==> config.mk <==
export PLATFORM = sky130hd
export DESIGN_NAME = seqtrk_top
export DESIGN_NICKNAME = d
export VERILOG_FILES = /design/src/rtl/seqtrk_pkg.sv /design/src/rtl/seqtrk_classify.sv /design/src/rtl/seqtrk_history.sv /design/src/rtl/seqtrk_outreg.sv /design/src/rtl/seqtrk_top.sv
export SDC_FILE = /design/constraint.sdc
export NUM_CORES = 1
export LEC_CHECK = 0
export ABC_AREA = 1
export BUFFER_PORTS_ARGS = -buffer_cell sky130_fd_sc_hd__buf_2
export CAP_MARGIN = 5
export CORE_MARGIN = 2
export CORE_UTILIZATION = 41
export CTS_BUF_LIST = sky130_fd_sc_hd__clkbuf_8
export DETAILED_ROUTE_END_ITERATION = 10
export MAX_ROUTING_LAYER = met4
export PLACE_DENSITY = 0.65
export SETUP_SLACK_MARGIN = 0.15
export SYNTH_ARGS = -nofsm -noshare
export SYNTH_HDL_FRONTEND = slang
export SYNTH_SLANG_ARGS = --single-unit
==> constraint.sdc <==
create_clock -name clk -period 1.7 [get_ports clk]
set_input_delay 0.085 -clock clk [delete_from_list [all_inputs] [get_ports clk]]
set_output_delay 0.085 -clock clk [all_outputs]
set_load 0.005 [all_outputs]
==> src/rtl/seqtrk_pkg.sv <==
package seqtrk_pkg;

    localparam int SEQ_W     = 12;
    localparam int FRAG_W    = 4;
    localparam int WORD_W    = SEQ_W + FRAG_W;
    localparam int SEQ_MAX   = (1 << SEQ_W) - 1;
    localparam int FRAG_LAST = (1 << FRAG_W) - 1;

    typedef enum logic [3:0] {
        C_NONE    = 4'b0000,
        C_RESTART = 4'b0101,
        C_GAP     = 4'b0110,
        C_RETRY   = 4'b0111,
        C_OVF     = 4'b1000,
        C_WRAP    = 4'b1001
    } code_e;

    // Sequence number sits in the upper bits, fragment number in the lower bits.
    typedef struct packed {
        logic [SEQ_W-1:0]  seq;
        logic [FRAG_W-1:0] frag;
    } ctl_t;

    typedef struct packed {
        logic valid;
        logic more;
        ctl_t ctl;
    } hist_t;

    function automatic ctl_t split_word(input logic [WORD_W-1:0] w);
        return ctl_t'(w);
    endfunction

    function automatic logic is_fragmented(input ctl_t c, input logic more);
        return more || (c.frag != '0);
    endfunction

endpackage

==> src/rtl/seqtrk_classify.sv <==
module seqtrk_classify
    import seqtrk_pkg::*;
(
    input  logic  clk,
    input  logic  rst,
    input  logic  en,
    input  ctl_t  cur,
    input  logic  retry,
    input  hist_t hist,
    output code_e code
);
    logic              same_ids;
    logic              expect_cont;
    logic [FRAG_W-1:0] next_frag;

    assign same_ids    = hist.valid && (cur == hist.ctl);
    assign expect_cont = hist.valid && hist.more;
    assign next_frag   = hist.ctl.frag + 1'b1;

    always_comb begin
        code = C_NONE;
        if (retry) begin
            code = same_ids ? C_NONE : C_RETRY;
        end else if (expect_cont && (hist.ctl.frag == FRAG_W'(FRAG_LAST))) begin
            code = C_OVF;
        end else if (cur.frag == '0) begin
            if (expect_cont)
                code = C_RESTART;
            else if (hist.valid && (cur.seq == '0) && (hist.ctl.seq != SEQ_W'(SEQ_MAX)))
                code = C_WRAP;
        end else if (!expect_cont || (cur.seq != hist.ctl.seq) || (cur.frag != next_frag)) begin
            code = C_GAP;
        end
    end

    AST_RETRY_NEEDS_HISTORY: assert property (@(posedge clk) disable iff (rst)
        (en && retry && !hist.valid) |-> (code == C_RETRY));

    AST_OVF_FIRST: assert property (@(posedge clk) disable iff (rst)
        (en && !retry && hist.valid && hist.more && (hist.ctl.frag == FRAG_W'(FRAG_LAST)))
        |-> (code == C_OVF));

endmodule

==> src/rtl/seqtrk_history.sv <==
module seqtrk_history
    import seqtrk_pkg::*;
(
    input  logic  clk,
    input  logic  rst,
    input  logic  upd,
    input  ctl_t  cur,
    input  logic  more,
    output hist_t hist
);
    always_ff @(posedge clk) begin
        if (rst) begin
            hist <= '0;
        end else if (upd) begin
            hist.valid <= 1'b1;
            hist.more  <= more;
            hist.ctl   <= cur;
        end
    end

    AST_WRAP_AT_MAX: assert property (@(posedge clk) disable iff (rst)
        (upd && hist.valid && (cur.frag == '0) && (cur.seq == '0))
        |-> (hist.ctl.seq == SEQ_W'(SEQ_MAX)));

    AST_FRAG_CONTINUES: assert property (@(posedge clk) disable iff (rst)
        (upd && (cur.frag != '0)) |-> (hist.valid && hist.more && (cur.seq == hist.ctl.seq)));

endmodule

==> src/rtl/seqtrk_outreg.sv <==
module seqtrk_outreg
    import seqtrk_pkg::*;
(
    input  logic              clk,
    input  logic              rst,
    input  logic              en,
    input  logic [WORD_W-1:0] word,
    input  logic              flag_in,
    input  code_e             code,
    output logic [WORD_W-1:0] count_q,
    output logic              flag_q,
    output logic              err_q,
    output logic [3:0]        code_q
);
    always_ff @(posedge clk) begin
        if (rst) begin
            count_q <= '0;
            flag_q  <= 1'b0;
            err_q   <= 1'b0;
            code_q  <= '0;
        end else if (en) begin
            count_q <= word;
            flag_q  <= flag_in;
            err_q   <= (code != C_NONE);
            code_q  <= code;
        end
    end

    AST_HOLD_IDLE: assert property (@(posedge clk) disable iff (rst)
        !en |=> ($stable(count_q) && $stable(code_q) && $stable(flag_q)));

endmodule

==> src/rtl/seqtrk_top.sv <==
module seqtrk_top
    import seqtrk_pkg::*;
(
    input  logic        clk,
    input  logic        rst,
    input  logic        seq_en,
    input  logic [15:0] ctl_word,
    input  logic        more_frag,
    input  logic        retry_flag,
    output logic        frag_flag,
    output logic [15:0] reasm_count,
    output logic        err,
    output logic [3:0]  err_code
);
    ctl_t  cur;
    hist_t hist;
    code_e code;
    logic  accept;

    assign cur    = split_word(ctl_word);
    assign accept = seq_en && !retry_flag && (code == C_NONE);

    seqtrk_classify u_classify (
        .clk   (clk),
        .rst   (rst),
        .en    (seq_en),
        .cur   (cur),
        .retry (retry_flag),
        .hist  (hist),
        .code  (code)
    );

    seqtrk_history u_history (
        .clk  (clk),
        .rst  (rst),
        .upd  (accept),
        .cur  (cur),
        .more (more_frag),
        .hist (hist)
    );

    seqtrk_outreg u_outreg (
        .clk     (clk),
        .rst     (rst),
        .en      (seq_en),
        .word    (ctl_word),
        .flag_in (is_fragmented(cur, more_frag)),
        .code    (code),
        .count_q (reasm_count),
        .flag_q  (frag_flag),
        .err_q   (err),
        .code_q  (err_code)
    );

    AST_ERR_CODE_ALIGN: assert property (@(posedge clk) disable iff (rst)
        err == (err_code != 4'b0000));

    AST_CAPTURE_WORD: assert property (@(posedge clk) disable iff (rst)
        seq_en |=> (reasm_count == $past(ctl_word)));

endmodule

==> flow_summary.yaml, run 1 <==
status:
  status: "finished clean"
synth:
  seq_area_frac_synth_pct: 40.69
  ys_top_cells_by_area: "dfxtp_1 (41%), nand2_1 (14%), nor2_1 (11%)"
  synthCells: 298
  syn_nets: 320
  synth_top_area_share_pct: 40.69
  synth_flop_cell: "dfxtp_1"
  synth_commonest_cells: "nand2_1 (74), nor2_1 (60), dfxtp_1 (40)"
  yosysWarnings: 0
  ys_async_sr_fraction_pct: 0
  ys_seq_elements: 40
  synth_area_mm2: 0.001968
  synth_edf_count: 0
  synth_top_area_cell: "dfxtp_1"
  yosysUniqueCellTypes: 23
  synth_area_per_cell_um2: 6.604
  yosysMostFrequentCell: "nand2_1"
grt:
  grt_pass1_vias: 1765
  grt_usage_pct: 18.25
  grt_use_met1_pct: 22.70
  grt.busiest_layer: "met2"
  antenna_found_initial: 0
  grt_use_met2_pct: 29.83
  use_met3_pct: 3.292
  grt_overflow: 0
  grt_pass1_wl_um: 7472
  grt_max_degree: 40
floorplanning:
  die_area_mm2: 0.005371
  io_pins: 43
  die-height_um: 73.29
  die_w_um: 73.29
  start_util_pct: 42.23
  placementRows: 25
  core_mm2: 0.004661
placed_design:
  dpl.cell_count: 391
  hpwl_um: 3257
  io_buffer_count: 42
  dp_worst_setup_slack_ps: 17.12
  placedInstanceArea_mm2: 0.002262
  routabilityCongestion: 0.8089
sta:
  drv_slew: 0
  fin_crit_sh_pct: 99.29
  setup_violations: 0
  fin_ws_ps: 12.10
  fmax_mhz: 592.5
  maxSlewHeadroom_pct: 75.86
  post-route-min-period_ps: 1688
  worstMarginPinSlew_ps: 362.1
  hold_ws_ps: 46.97
  rsz0062_at_grt: "true"
  final_hold_viol_count: 0
  clock_skew_ps: 8.098
clocking:
  clockRootBuffer: "clkbuf_8"
  cts_tree: "yes"
  clk_pin_slew_ps: 80
  cts-htree-levels: 2
  clockBufferDepth: 2
  cts.sinks: 40
  clk_latency_ps: 290
  numCtsBuffers: 5
routing:
  vias: 1911
  dr.pass1.iters: 4
  ant_nets: 0
  wirelength_um: 4415
  via_per_inst: 4.730
  drt_iter0_markers: 82
  drc: 0
  wl_per_cell_um: 10.93
final_layout:
  drive_gt1_share_pct: 24.29
  nNetsFinal: 371
  stdcell_count: 404
  diodes: 0
  fin_util_pct: 52.05
  stdcell_area_mm2: 0.002426
  area_growth_pct: 23.27
setup_path:
  critPathKind: "reg2reg"
  critPathLaunchType: "flop"
  crit_fanout: 8
  crit_required_ps: 1920
  crit_arrival_ps: 1910
  endpoint_kind: "flop"
power:
  power.density_mw_per_mm2: 780.3
  vdd_drop_max_mv: 0.4261
  leakage_nw: 1.237
worst_hold_path:
  hp-class: "in2reg"
run:
  cap_violations: 0
[placed cells by master, fill, tap and decap left out, drive strengths merged]
| master | synthesis | layout |
|---|---|---|
| ha | 1 | 1 |
| o211ai | 4 | 4 |
| clkbuf | 6 | 5 |
| nand2 | 76 | 76 |
| dlygate4sd3 | 0 | 1 |
| nand3 | 11 | 11 |
| nand4 | 8 | 8 |
| nor3 | 3 | 3 |
| a41oi | 1 | 1 |
| a21oi | 15 | 15 |
| clkinv | 0 | 1 |
| o21ai | 20 | 20 |
| xor2 | 1 | 1 |
| nor2 | 62 | 62 |
| buf | 5 | 54 |
| inv | 37 | 39 |
| or2 | 1 | 1 |
| xnor2 | 7 | 7 |
| dfxtp | 40 | 40 |
[final cells by class]
type | count | area (µm²)
clock buffer | 5 | 68.82
clock inverter | 3 | 16.27
fill | 469 | 2235
inverter | 37 | 138.9
multi-input combinational | 210 | 997.2
sequential | 40 | 812.0
tap | 54 | 67.56
timing repair buffer | 55 | 325.3
[power by group]
| group | internal, mW | total [mW] | leakage (nW) | switching [mW] |
|---|---|---|---|---|
| sequential | 0.989 | 1.02 | 0.333 | 0.0290 |
| clock | 0.281 | 0.599 | 0.0507 | 0.318 |
| combinational | 0.117 | 0.275 | 0.853 | 0.158 |
[stage by stage]
step	setup TNS [ps]	power (mW)
after floorplan	0	1.199
after global routing	-1602	2.002
final	0	1.893
after detailed placement	0	1.309
after global placement	0	1.306
after CTS	0	1.916
[flip-flops by register name, summed over array words and instances (netlist names)]
name and count:
u_history.hist 18, u_outreg.err_q 1, u_outreg.code_q 4, u_outreg.flag_q 1, u_outreg.count_q 16
[layer usage]
layer / part of all wire, % / wire length [µm]
met1: 48 / 2121
met2: 46 / 2041
met3: 4.4 / 196
met4: 1.3 / 56
met5: 0 / 0
[logic make-up (layout without fill, tap and decap cells)]
family	count (synthesis)	in the layout	synth area share, %
and+or+nand+nor	161	161	34.01
buffers and inverters	48	100	10.24
AOI/OAI and AO/OA	40	40	10.87
DFF	40	40	40.69
xor gates and xnor gates	8	8	3.560
adders and majority gates	1	1	0.6356
[repair_timing]
action / 4_1_cts / 5_1_grt
endpoints found under the hold margin: 1 / 0
gates resized for setup: 4 / 12
hold buffers: 1 / 0
pin swaps: 5 / 1
setup endpoints to repair: 20 / 22
setup buffers: 3 / 1
[worst max-delay path: stages, from the launching register on]
cell      delay [ps]
dfxtp_2          350
ha_4             240
a21oi_2          100
o211ai_1         110
nor2_2           140
nand3_1          100
nand2_2          100
nand4_4          100
buf_6            160
nand2_1           50
nand2_1           40
nor2_1           130
[final timing paths]
kind,slack [ps],startpoint,depth (start not counted),end
max,10,u_history.hist[1],11,u_history.hist[2]
min,50,more_frag,3,u_history.hist[16]
max reg2reg,10,u_history.hist[1],11,u_history.hist[2]
min reg2reg,490,u_outreg.code_q[2],2,u_outreg.code_q[2]
(Power assumes the default switching activity.)
==> inputs of run 2 (changes only) <==
--- a/config.mk
+++ b/config.mk
@@ -14,6 +14,7 @@
 export DETAILED_ROUTE_END_ITERATION = 10
 export MAX_ROUTING_LAYER = met4
 export PLACE_DENSITY = 0.65
+export REMOVE_ABC_BUFFERS = 1
 export SETUP_SLACK_MARGIN = 0.15
 export SYNTH_ARGS = -nofsm -noshare
 export SYNTH_HDL_FRONTEND = slang
==> flow_summary.yaml, run 2 (synthesized netlist as in run 1, its figures left out) <==
routing:
  dr.pass1.iters: 4
  wirelength_um: 4389
  dr_wl_met3_um: 222
  wl_met2_um: 1960
  ant_nets: 0
  drc: 0
  vias: 1913
  met1Wirelength_um: 2121
  highest_layer: "met4"
  via_per_inst: 4.759
  wl_per_cell_um: 10.92
  drt_iter0_markers: 60
setup_path:
  r2r-end: "u_history.hist[8]"
  crit_fanout: 35
  r2r-start: "u_history.hist[1]"
  crit_arrival_ps: 1910
  crit_required_ps: 1920
  rrSetupSlack_ps: 10
  endpoint_kind: "flop"
  rr_worst_depth: 12
  critPathLaunchType: "flop"
  critPathKind: "reg2reg"
sta:
  drv_slew: 0
  post-route-min-period_ps: 1688
  fin_ws_ps: 11.82
  final_hold_viol_count: 0
  fin_crit_sh_pct: 99.30
  setup_violations: 0
  clock_skew_ps: 3.134
  rsz0062_at_grt: "true"
  hold_ws_ps: 52.31
  maxSlewHeadroom_pct: 76.12
  fmax_mhz: 592.4
  worstMarginPinSlew_ps: 357.8
clocking:
  clockRootBuffer: "clkbuf_8"
  numCtsBuffers: 5
  clockBufferDepth: 2
  cts_tree: "yes"
  clk_latency_ps: 290
  cts.sinks: 40
  clk_pin_slew_ps: 80
  cts-htree-levels: 2
grt:
  grt_pass1_wl_um: 7590
  antenna_found_initial: 0
  grt_max_degree: 38
  grt_usage_pct: 18.62
  grt_pass1_vias: 1736
  grt_overflow: 0
worst_hold_path:
  hold_end: "u_history.hist[16]"
  hold_depth: 3
  hp-class: "in2reg"
  min-delay-start: "more_frag"
floorplanning:
  die-height_um: 73.29
  die_area_mm2: 0.005371
  placementRows: 25
  die_w_um: 73.29
  start_util_pct: 42.23
  core_mm2: 0.004661
  io_pins: 43
placed_design:
  hpwl_um: 3180
  dpl.cell_count: 391
  dp_worst_setup_slack_ps: -34.28
  io_buffer_count: 42
  routabilityCongestion: 0.8485
final_layout:
  fin_util_pct: 52.32
  area_growth_pct: 23.90
  regMostFlops: "u_history.hist"
  final_cell_mix: "nand2_1 (74), nor2_1 (60), buf_2 (42), dfxtp_1 (35), inv_1 (34)"
  drive_gt1_share_pct: 23.56
  reg.largest.list: "u_history.hist x18, u_outreg.count_q x16, u_outreg.code_q x4"
  final_common_cell: "nand2_1"
  stdcell_count: 402
  diodes: 0
  nNetsFinal: 369
  largest_reg_flops: 18
power:
  power.density_mw_per_mm2: 793.9
  p_sw_mw: 0.5067
  power_mw: 1.936
  p_seq_share_pct: 52.6
  switching_share_pct: 26.17
  pwr-share-clk_pct: 32.9
  p_comb_share_pct: 14.5
  leakage_nw: 1.236
  p_int_mw: 1.429
  vdd_drop_max_mv: 0.3784
run:
  cap_violations: 0
status:
  status: "finished clean"
-- run 2: cell count changes in the layout (fill, tap and decap cells not counted), sizes merged --
cell | before | now
clkbuf | 5 | 6
buf | 54 | 52
clkinv | 1 | 0
-- run 2: stage by stage --
stage	area, µm²	TNS [ps]
2_1_floorplan	1906	-1675
3_3_place_gp	2256	0
3_5_place_dp	2256	-354.5
4_1_cts	2411	0
5_1_grt	2439	-1753
6_report	2439	0
-- run 2: timing repair --
action,in CTS,in global routing
endpoints found under the hold margin,1,0
gates resized for setup,9,10
pin swaps,1,1
setup endpoints to repair,21,32
hold buffers,1,0
setup buffers,2,0
-- run 2: power groups by stage --
stage | logic [mW] | registers [mW] | clock network, mW
global placement | 0.268 | 1.04 | 0
floorplan | 0.138 | 1.04 | 0
CTS | 0.279 | 1.02 | 0.663
global route | 0.324 | 1.02 | 0.697
finish | 0.281 | 1.02 | 0.638
detailed placement | 0.271 | 1.04 | 0
-- run 2: layout make-up --
| cell class | count | area, µm² |
|---|---|---|
| Clock buffer | 6 | 82.58 |
| Clock inverter | 2 | 7.507 |
| Fill cell | 477 | 2222 |
| Inverter | 37 | 138.9 |
| Multi-Input combinational cell | 210 | 1016 |
| Sequential cell | 40 | 807.0 |
| Tap cell | 54 | 67.56 |
| Timing Repair Buffer | 53 | 319.1 |
-- run 2: worst max path at each step --
stage | from | end | slack, ps | cells after the start
2_1_floorplan | u_history.hist[0] | u_history.hist[0] | -100 | 9
5_1_grt | u_history.hist[9] | u_history.hist[9] | -130 | 14
3_5_place_dp | u_history.hist[0] | u_history.hist[9] | -30 | 11
3_3_place_gp | u_history.hist[0] | u_history.hist[16] | 20 | 10
6_report | u_history.hist[1] | u_history.hist[8] | 10 | 12
4_1_cts | u_history.hist[0] | u_history.hist[13] | 30 | 11
-- run 2: routing by layer --
metal  vias up  track usage [%]
met3         9            4.115
li1       1021                -
met2        39            29.33
met5         -                -
met1       844            23.40
met4         0            6.790
-- run 2: worst max-delay path: stages (launching register included) --
cell	delay (ps)
dfxtp_2	350
buf_4	120
inv_2	40
a21oi_2	130
o21ai_2	70
nor3_2	210
nand2_1	100
nand2_2	100
nand4_4	100
buf_12	180
nand2_1	60
nand2_1	40
nor2_1	80
